`src/rtl/ir_smp_pkg.sv`:
```
package ir_smp_pkg;

    localparam int SMP_CNT_W = 7;
    localparam logic [SMP_CNT_W-1:0] RUN_SAT = '1;

    localparam logic [3:0] REG_CTRL   = 4'd8;
    localparam logic [3:0] REG_PERIOD = 4'd9;
    localparam logic [3:0] REG_STATUS = 4'd10;

    localparam int ST_READY_BIT = 0;
    localparam int ST_IRQ_BIT   = 1;
    localparam int ST_LOST_BIT  = 2;
    localparam int CTRL_EN_BIT  = 0;
    localparam int PER_OVF_BIT  = 7;

    typedef enum logic [1:0] {
        RS_OFF   = 2'd0,
        RS_MARK  = 2'd1,
        RS_SPACE = 2'd2
    } run_state_t;

    typedef struct packed {
        logic                 is_space;
        logic [SMP_CNT_W-1:0] ticks;
    } smp_t;

endpackage

```
`src/rtl/ir_smp_sync.sv`:
```
module ir_smp_sync #(
    parameter int STAGES = 2
) (
    input  logic clk,
    input  logic rst_n,
    input  logic d,
    output logic q
);
    logic [STAGES-1:0] shreg;

    generate
        if (STAGES == 1) begin : g_one
            always_ff @(posedge clk or negedge rst_n) begin
                if (!rst_n) shreg <= '0;
                else        shreg <= d;
            end
        end else begin : g_chain
            always_ff @(posedge clk or negedge rst_n) begin
                if (!rst_n) shreg <= '0;
                else        shreg <= {shreg[STAGES-2:0], d};
            end
        end
    endgenerate

    assign q = shreg[STAGES-1];
endmodule

```
`src/rtl/ir_smp_tick.sv`:
```
module ir_smp_tick #(
    parameter int TICKS_PER_US = 4,
    parameter int PER_W        = 7
) (
    input  logic             clk,
    input  logic             rst_n,
    input  logic             run_en,
    input  logic [PER_W-1:0] period_us,
    output logic             tick
);
    localparam int MUL_W = $clog2(TICKS_PER_US + 1);
    localparam int CNT_W = PER_W + MUL_W;

    logic [CNT_W-1:0] cnt;
    logic [CNT_W-1:0] limit;
    logic [PER_W-1:0] per_eff;

    // A zero period behaves as one microsecond.
    assign per_eff = (period_us == '0) ? PER_W'(1) : period_us;
    assign limit   = CNT_W'(per_eff) * CNT_W'(TICKS_PER_US);
    assign tick    = run_en && (cnt >= limit - CNT_W'(1));

    always_ff @(posedge clk or negedge rst_n) begin
        if (!rst_n)              cnt <= '0;
        else if (!run_en || tick) cnt <= '0;
        else                      cnt <= cnt + CNT_W'(1);
    end
endmodule

```
`src/rtl/ir_smp_runfsm.sv`:
```
module ir_smp_runfsm
    import ir_smp_pkg::*;
(
    input  logic clk,
    input  logic rst_n,
    input  logic run_en,
    input  logic tick,
    input  logic level,
    output logic emit,
    output smp_t emit_smp,
    output logic emit_ovf
);
    run_state_t           state, state_n;
    logic [SMP_CNT_W-1:0] cnt, cnt_n;
    logic                 cur_space;
    logic                 lvl_space;

    assign cur_space = (state == RS_SPACE);
    assign lvl_space = !level;

    // State register and run counter.
    always_ff @(posedge clk or negedge rst_n) begin
        if (!rst_n) begin
            state <= RS_OFF;
            cnt   <= '0;
        end else begin
            state <= state_n;
            cnt   <= cnt_n;
        end
    end

    // Next state and outputs.
    always_comb begin
        state_n  = state;
        cnt_n    = cnt;
        emit     = 1'b0;
        emit_ovf = 1'b0;
        emit_smp = '0;
        unique case (state)
            RS_OFF: begin
                cnt_n = '0;
                if (run_en) state_n = level ? RS_MARK : RS_SPACE;
            end
            RS_MARK, RS_SPACE: begin
                if (!run_en) begin
                    state_n = RS_OFF;
                    cnt_n   = '0;
                end else if (tick) begin
                    if (lvl_space != cur_space) begin
                        // Run finished; the current tick starts the new run.
                        emit     = (cnt != '0);
                        emit_smp = '{is_space: cur_space, ticks: cnt};
                        cnt_n    = SMP_CNT_W'(1);
                        state_n  = lvl_space ? RS_SPACE : RS_MARK;
                    end else if (cnt == RUN_SAT - SMP_CNT_W'(1)) begin
                        emit     = 1'b1;
                        emit_ovf = 1'b1;
                        emit_smp = '{is_space: cur_space, ticks: RUN_SAT};
                        cnt_n    = '0;
                    end else begin
                        cnt_n = cnt + SMP_CNT_W'(1);
                    end
                end
            end
            default: begin
                state_n = RS_OFF;
                cnt_n   = '0;
            end
        endcase
    end
endmodule

```
`src/rtl/ir_smp_buf.sv`:
```
module ir_smp_buf
    import ir_smp_pkg::*;
#(
    parameter int HALF_DEPTH = 4,
    localparam int BUF_DEPTH = 2 * HALF_DEPTH,
    localparam int PTR_W     = $clog2(BUF_DEPTH),
    localparam int LOW_W     = $clog2(HALF_DEPTH)
) (
    input  logic             clk,
    input  logic             rst_n,
    input  logic             run_en,
    input  logic             emit,
    input  smp_t             emit_smp,
    input  logic             emit_ovf,
    input  logic             ovf_irq_en,
    input  logic             ack_irq,
    input  logic             clr_lost,
    input  logic [PTR_W-1:0] rd_idx,
    output logic [7:0]       rd_byte,
    output logic             ready_half,
    output logic             irq_pend,
    output logic             lost_flag
);
    logic [PTR_W-1:0] wr_ptr;
    logic             cur_half;
    logic             half_done;
    logic [1:0]       half_full;
    logic [7:0]       mem [BUF_DEPTH];

    assign cur_half  = wr_ptr[PTR_W-1];
    assign half_done = emit && (wr_ptr[LOW_W-1:0] == LOW_W'(HALF_DEPTH - 1));

    generate
        for (genvar i = 0; i < BUF_DEPTH; i++) begin : g_slot
            logic [7:0] slot_q;
            always_ff @(posedge clk or negedge rst_n) begin
                if (!rst_n)                               slot_q <= '0;
                else if (emit && wr_ptr == PTR_W'(i))     slot_q <= emit_smp;
            end
            assign mem[i] = slot_q;
        end
    endgenerate

    assign rd_byte = mem[rd_idx];

    always_ff @(posedge clk or negedge rst_n) begin
        if (!rst_n)        wr_ptr <= '0;
        else if (!run_en)  wr_ptr <= '0;
        else if (emit)     wr_ptr <= wr_ptr + PTR_W'(1);
    end

    always_ff @(posedge clk or negedge rst_n) begin
        if (!rst_n) begin
            ready_half <= 1'b0;
            irq_pend   <= 1'b0;
            lost_flag  <= 1'b0;
            half_full  <= '0;
        end else begin
            if (ack_irq) begin
                irq_pend  <= 1'b0;
                half_full <= '0;
            end
            if (clr_lost) lost_flag <= 1'b0;
            if (half_done) begin
                half_full[cur_half] <= 1'b1;
                ready_half          <= cur_half;
                irq_pend            <= 1'b1;
                if (half_full[!cur_half] && !ack_irq) lost_flag <= 1'b1;
            end
            if (emit && emit_ovf && ovf_irq_en) irq_pend <= 1'b1;
        end
    end
endmodule

```
`src/rtl/ir_run_sampler.sv`:
```
module ir_run_sampler
    import ir_smp_pkg::*;
#(
    parameter int TICKS_PER_US = 4,
    parameter int HALF_DEPTH   = 4,
    parameter int SYNC_STAGES  = 2
) (
    input  logic       clk,
    input  logic       rst_n,
    input  logic       ir_in,
    input  logic [3:0] host_addr,
    input  logic       host_wr,
    input  logic [7:0] host_wdata,
    output logic [7:0] host_rdata,
    output logic       irq_out
);
    localparam int BUF_DEPTH = 2 * HALF_DEPTH;
    localparam int PTR_W     = $clog2(BUF_DEPTH);
    localparam int PER_W     = 7;

    logic       rx_en;
    logic [7:0] period_reg;
    logic       level_s;
    logic       tick;
    logic       emit;
    smp_t       emit_smp;
    logic       emit_ovf;
    logic       ack_irq;
    logic       clr_lost;
    logic [7:0] buf_byte;
    logic       ready_half;
    logic       irq_pend;
    logic       lost_flag;

    always_ff @(posedge clk or negedge rst_n) begin
        if (!rst_n) begin
            rx_en      <= 1'b0;
            period_reg <= '0;
        end else if (host_wr) begin
            if (host_addr == REG_CTRL)   rx_en      <= host_wdata[CTRL_EN_BIT];
            if (host_addr == REG_PERIOD) period_reg <= host_wdata;
        end
    end

    assign ack_irq  = host_wr && (host_addr == REG_STATUS) && host_wdata[ST_IRQ_BIT];
    assign clr_lost = host_wr && (host_addr == REG_STATUS) && host_wdata[ST_LOST_BIT];

    ir_smp_sync #(.STAGES(SYNC_STAGES)) u_sync (
        .clk   (clk),
        .rst_n (rst_n),
        .d     (ir_in),
        .q     (level_s)
    );

    ir_smp_tick #(.TICKS_PER_US(TICKS_PER_US), .PER_W(PER_W)) u_tick (
        .clk       (clk),
        .rst_n     (rst_n),
        .run_en    (rx_en),
        .period_us (period_reg[PER_W-1:0]),
        .tick      (tick)
    );

    ir_smp_runfsm u_fsm (
        .clk      (clk),
        .rst_n    (rst_n),
        .run_en   (rx_en),
        .tick     (tick),
        .level    (level_s),
        .emit     (emit),
        .emit_smp (emit_smp),
        .emit_ovf (emit_ovf)
    );

    ir_smp_buf #(.HALF_DEPTH(HALF_DEPTH)) u_buf (
        .clk        (clk),
        .rst_n      (rst_n),
        .run_en     (rx_en),
        .emit       (emit),
        .emit_smp   (emit_smp),
        .emit_ovf   (emit_ovf),
        .ovf_irq_en (period_reg[PER_OVF_BIT]),
        .ack_irq    (ack_irq),
        .clr_lost   (clr_lost),
        .rd_idx     (host_addr[PTR_W-1:0]),
        .rd_byte    (buf_byte),
        .ready_half (ready_half),
        .irq_pend   (irq_pend),
        .lost_flag  (lost_flag)
    );

    always_comb begin
        host_rdata = '0;
        if (host_addr < 4'(BUF_DEPTH)) begin
            host_rdata = buf_byte;
        end else begin
            case (host_addr)
                REG_CTRL:   host_rdata[CTRL_EN_BIT] = rx_en;
                REG_PERIOD: host_rdata = period_reg;
                REG_STATUS: begin
                    host_rdata[ST_READY_BIT] = ready_half;
                    host_rdata[ST_IRQ_BIT]   = irq_pend;
                    host_rdata[ST_LOST_BIT]  = lost_flag;
                end
                default: host_rdata = '0;
            endcase
        end
    end

    assign irq_out = irq_pend;
endmodule

```
`config.mk`:
```
export PLATFORM = sky130hd
export DESIGN_NAME = ir_run_sampler
export DESIGN_NICKNAME = d
export VERILOG_FILES = /design/src/rtl/ir_smp_pkg.sv /design/src/rtl/ir_smp_sync.sv /design/src/rtl/ir_smp_tick.sv /design/src/rtl/ir_smp_runfsm.sv /design/src/rtl/ir_smp_buf.sv /design/src/rtl/ir_run_sampler.sv
export SDC_FILE = /design/constraint.sdc
export NUM_CORES = 1
export LEC_CHECK = 0
export CORE_ASPECT_RATIO = 1.1
export CORE_MARGIN = 1.5
export CORE_UTILIZATION = 40
export CTS_BUF_LIST = sky130_fd_sc_hd__clkbuf_16
export DETAILED_ROUTE_END_ITERATION = 8
export PLACE_DENSITY = 0.56
export REMOVE_ABC_BUFFERS = 1
export SYNTH_ARGS = -nofsm -noshare
export SYNTH_HDL_FRONTEND = slang
export SYNTH_SLANG_ARGS = --single-unit
export TNS_END_PERCENT = 50
```
`constraint.sdc`:
```
create_clock -name clk -period 3 [get_ports clk]
set_clock_uncertainty 0.1 [all_clocks]
set_input_delay 0.45 -clock clk [delete_from_list [all_inputs] [get_ports clk]]
set_output_delay 0.45 -clock clk [all_outputs]
set_load 0.02 [all_outputs]
```
Word-level counts from Yosys, hierarchy flattened
Cells that the tools add are included.
- flip-flop bits (word level): 102
- output and inout port bits: 9
- logic and storage cells: 129
- input bits: 16
- reductions and logical operators: 31
- order comparisons: 6
- equal/unequal tests: 19
- add/subtract/negate cells: 4
- multiplexer cells: 48
- bitwise logic cells: 2
- operators with widths (cell ; count):
    $mux 8 ; 8
    $mux 7 ; 6
    $bmux 8 s3 ; 1
    $mux 1 ; 18
    $logic_and 1x1->1 ; 17
    $mux 2 ; 7
    $eq 3x3->1 const B ; 4
    $eq 4x4->1 const B ; 3
    $add 10x1->10 const B ; 1
    $ge 10x10->1 ; 1
    $mux 10 ; 1
    $sub 9x1->10 const B ; 1
    $pmux 2 s2 ; 2
    $add 7x1->7 const B ; 1
    $eq 7x7->1 const B ; 1
    $logic_not 7->1 ; 1
    $reduce_bool 7->1 ; 1
    $eq 3x2->1 const B ; 2
    $mux 3 ; 2
    $mux 5 ; 1
    $eq 2x2->1 const B ; 2
    $ge 4x4->1 const B ; 1
    $logic_not 1->1 ; 4
    $lt 1x2->1 const B ; 2
    other kinds (21) ; 22

Logic depth before layout (Yosys ltp)
- word-level depth: 11
- gate-level depth with buffers: 15
- mapped depth without buffers: 12

Cells and area by module
From an unflattened synthesis, not the netlist that was laid out.
- cell total of the unflattened synthesis: 433
- area, all modules: 5436.5 um2
- modules (own cells, without submodules) (module ; times used ; cells each ; area each (um2) ; sequential area each (um2)):
    ir_smp_buf ; 1 ; 205 ; 3345.7 ; 1801.7
    ir_smp_tick ; 1 ; 83 ; 767.0 ; 250.2
    ir_smp_runfsm ; 1 ; 89 ; 730.7 ; 225.2
    ir_run_sampler ; 1 ; 54 ; 543.0 ; 225.2
    ir_smp_sync ; 1 ; 2 ; 50.0 ; 50.0

Worst setup path after synthesis
OpenSTA, ideal clock, no wires.
- kind: register to register
- start point: reg period_reg[2]
- end point: reg u_fsm.state[1]
- library setup time: 0.125 ns
- arrival: 3.036 ns
- path buffers: 2
- period minus slack after synthesis: 3.261 ns
- cell stages (with the launch flop): 15
- data required time: 2.775 ns
- setup slack: -0.261 ns
- cells stage by stage: dfrtp_1 > clkbuf_1 > nor3_1 > a21o_1 > inv_1 > ha_1 > nor3b_1 > xnor2_1 > ha_1 > nand4_1 > a21oi_1 > a21oi_4 > buf_6 > a2bb2oi_1 > mux2_2
- longest elaborated chain between the ends: 7
- RTL lines (item ; line ; source):
    from (decl) ; ir_run_sampler.sv:22 ; logic [7:0] period_reg;
    from (signal assigned) ; ir_run_sampler.sv:41 ; if (host_addr == REG_PERIOD) period_reg <= host_wdata;
    $logic_not 7->1 ; ir_smp_tick.sv:19 ; assign per_eff = (period_us == '0) ? PER_W'(1) : period_us;
    $mux 7 * ; ir_smp_tick.sv:19 ;
    $sub 9x1->10 * ; ir_smp_tick.sv:21 ; assign tick = run_en && (cnt >= limit - CNT_W'(1));
    $ge 10x10->1 * ; ir_smp_tick.sv:21 ;
    $logic_and 1x1->1 * ; ir_smp_tick.sv:21 ;
    $ne 3x3->1 (no line) * ; -- ;
    $reduce_and 3->1 (no line) * ; -- ;
    to (signal assigned) ; ir_smp_runfsm.sv:27 ; state <= state_n;
    to (decl) ; ir_smp_runfsm.sv:13 ; run_state_t state, state_n;
Every way passes the cells marked *; elsewhere a longest branch is shown, timed or not.
A chain may end at the register's enable or synchronous reset.

Worst setup path in the final report
- start point: reg period_reg[3]
- end point: reg u_buf.g_slot[4].slot_q[2]
- longest elaborated chain between the ends: 9
- elaborated cells between the ends (all ways): 12
- those cells by class: 1 x add/sub; 1 x order compare; 7 x mux; 3 x reduce/logical
- RTL lines (item ; line ; source):
    $logic_not 7->1 ; ir_smp_tick.sv:19 ;
    $mux 7 * ; ir_smp_tick.sv:19 ;
    $sub 9x1->10 * ; ir_smp_tick.sv:21 ;
    $ge 10x10->1 * ; ir_smp_tick.sv:21 ;
    $logic_and 1x1->1 * ; ir_smp_tick.sv:21 ;
    $mux 1 ; ir_smp_runfsm.sv:48 ; end else if (tick) begin
    $mux 1 ; ir_smp_runfsm.sv:45 ; if (!run_en) begin
    $mux 1 ; ir_smp_runfsm.sv:39 ; unique case (state)
    $logic_and 1x1->1 ; ir_smp_buf.sv:38 ; else if (emit && wr_ptr == PTR_W'(i)) slot_q <= emit_smp;
    to (signal assigned) ; ir_smp_buf.sv:38 ;
    to (decl) ; ir_smp_buf.sv:35 ; logic [7:0] slot_q;
Marked as above.

==> results.json <==
{
  "status": "complete, but fails checks",
  "failed_checks": "negative setup slack",
  "yosysTopAreaCell": "dfrtp_1",
  "antenna_cells": 0,
  "largest_register_ffs": 64,
  "fillCellCount": 1164,
  "ys_ff_latch": 102,
  "wl_per_cell_um": 18.84,
  "p_leak_nw": 3.215,
  "core_area_sq_mm": 0.01332,
  "synth_commonest_cells": "dfrtp_1, mux2_2, nand2_1",
  "drc": 0,
  "yosys_warnings": 0,
  "start_kind": "flop",
  "r2r_start": "period_reg[3]",
  "synth_edf_count": 0,
  "vias": 3798,
  "ir_worst_vdd_v": 0.0003773,
  "grt_first_pass_wirelength_um": 22760,
  "setup.worst_path.start": "period_reg[3]",
  "die_h_um": 126.0,
  "avgViaCountPerCell": 5.290,
  "htree_levels": 3,
  "syn2layout_area_growth_pct": 30.24,
  "final_cells": 718,
  "ant_nets": 0,
  "critPathBufInv": 3,
  "grt_pass1_vias": 4106,
  "cts_buffers": 9,
  "setup_tns_ns": -6.535,
  "netlist_instances": 451,
  "cp_slowest_cell": "dfrtp_1",
  "ios": 25,
  "crit_family": "simple AND/OR/NAND/NOR gates",
  "clk_pin_slew_ns": 0.07,
  "holdCritStartpoint": "u_sync.shreg[0]",
  "cts_tree": "done",
  "start_util_pct": 41.28,
  "synthFlopType": "dfrtp_1",
  "synth.top_cell.area_share_pct": 46.42,
  "drv_slew": 0,
  "die_w_um": 114.8,
  "dieArea_sq_mm": 0.01446,
  "clk_path_buf_depth": 2,
  "period_needed_ns": 3.141,
  "synthArstFlopShare_pct": 100.0,
  "synth_area_leaders": "dfrtp_1, mux2_2, mux4_2",
  "dp_cells": 694,
  "cpPeakStageDelay_ns": 0.41,
  "slew_headroom_pct": 66.54,
  "place_ws_ns": -0.4176,
  "power_density_mw_per_mm2": 481.5,
  "fmax_ghz": 0.3184,
  "first_pass_iters": 4,
  "dp_hpwl_um": 9032,
  "utilization_pct": 53.76,
  "fin_ws_ns": -0.1408,
  "worstPathArrival_ns": 3.28,
  "cap_violations": 0,
  "criticalPathCategory": "flop to flop",
  "ys_types": 53,
  "gr-total-overflow": 0,
  "grt_max_degree": 51,
  "clock_latency_ns": 0.36,
  "cp.required_ns": 3.14,
  "mappedNetlistArea_sq_mm": 0.005499,
  "rsz0062_at_grt": "yes",
  "ys_seq_area_share_pct": 46.42,
  "crit_path_max_fanout": 6,
  "register_area_sq_mm": 0.002552,
  "rows": 44,
  "drive_gt1_share_pct": 39.33,
  "drt-total-wl_um": 13530,
  "yosysMostFrequentCell": "dfrtp_1",
  "multi_input_area_sq_mm": 0.003173,
  "period_share_pct": 104.7,
  "cp_cell_sequence": "nor3_4 -> a21o_1 -> inv_1 -> ha_2 -> nor3b_4 -> xnor2_1 -> ha_1 -> nand4_1 -> a21oi_4 -> a21oi_4 -> buf_12 -> nor3_4 -> buf_6 -> mux2_4",
  "root_buffer": "clkbuf_16",
  "worst_slew_pin_slew_ns": 0.5019,
  "post_synth.cell_area_avg_sq_um": 12.19,
  "portBuffers": 24,
  "drt_iter0_markers": 208,
  "finalHoldViolCount": 0,
  "end_kind": "flop",
  "antenna_found_initial": 0,
  "cts_sinks": 102,
  "place_congestion": 0.8229,
  "track_usage_pct": 20.60,
  "nNetsFinal": 568,
  "setup_violations": 67,
  "hp-class": "flop to flop"
}
metal layers:
layer  wire length, um  GRT usage, %
met4               195         5.011
met5                 0             0
met3               567         5.245
met2              6470         32.65
met1              6294         28.45
area by class of cell:
cell class              instances  share of cell area, %
well taps                     184                  3.215
flip-flops and latches        102                  35.64
clock buffers                   9                  3.145
clock inverters                 6                 0.8735
multi-input cells             310                  44.30
repair buffers                 87                  11.77
inverters                      20                  1.048
cell usage in the layout, fill, tap and decap left out, types with 9 or more instances in the layout:
cell | synthesis | final
dfrtp_1 | 102 | 102
mux2_4 | 0 | 60
buf_4 | 2 | 45
nand2_1 | 28 | 28
inv_1 | 20 | 21
ha_1 | 22 | 20
nor2_1 | 20 | 19
mux4_2 | 16 | 16
mux2_2 | 75 | 15
clkdlybuf4s50_1 | 0 | 15
a21oi_1 | 16 | 14
nor3_1 | 17 | 10
nand3_1 | 10 | 10
nor2b_1 | 9 | 9
o21ai_0 | 13 | 9
clkbuf_16 | 0 | 9
buf_12 | 0 | 9
buf_6 | 3 | 9
path summary, 6_finish.rpt:
kind / endpoint / slack [ns] / cells past startpoint
max in group asynchronous: u_buf.g_slot[3].slot_q[4] / 1.65 / 3
min: u_sync.shreg[1] / 0.27 / 0
min reg2reg: u_sync.shreg[1] / 0.27 / 0
max: u_buf.g_slot[4].slot_q[2] / -0.14 / 14
min in group asynchronous: u_sync.shreg[0] / 0.44 / 2
max reg2reg: u_buf.g_slot[4].slot_q[2] / -0.14 / 14
logic make-up after synthesis:
family          share of synthesized area [%]
buf+inv                                 3.322
flops                                   46.42
mux                                     23.00
xor+xnor                                2.230
other cells                           0.06819
fa+ha+maj                               5.006
simple gates                            13.08
compound gates                          6.872
what timing repair did:
action                                 in CTS  in global routing
hold buffers                                1                  0
setup buffers                               7                  1
cloned                                      1                  0
resized for setup                          95                 23
endpoints found under the hold margin      25                  0
pin swaps                                  22                  5
setup endpoints to repair                  97                 92
report_power, final:
group	internal, mW	switching (mW)	total, mW	leakage (nW)
combinational	0.338	0.473	0.812	1.67
sequential	1.42	0.0420	1.47	1.40
clock	0.643	0.528	1.17	0.141
total	2.41	1.04	3.45	3.21
per-stage QoR:
stage,instance area (sq um),power (mW),hold WS [ns]
after floorplan,5391,1.892,0.05441
after global placement,6385,2.176,0.2427
after detailed placement,6385,2.191,0.2442
after CTS,7071,3.447,0.2668
after global routing,7162,3.639,0.2735
final,7162,3.448,0.2665
worst register-to-register path, stage by stage, from the launching register on:
cell and delay, ns:
dfrtp_1 0.41, nor3_4 0.21, a21o_1 0.16, inv_1 0.05, ha_2 0.18, nor3b_4 0.15, xnor2_1 0.12, ha_1 0.28
nand4_1 0.12, a21oi_4 0.25, a21oi_4 0.16, buf_12 0.18, nor3_4 0.17, buf_6 0.18, mux2_4 0.30
No activity file was read; power rests on OpenSTA's default activity.
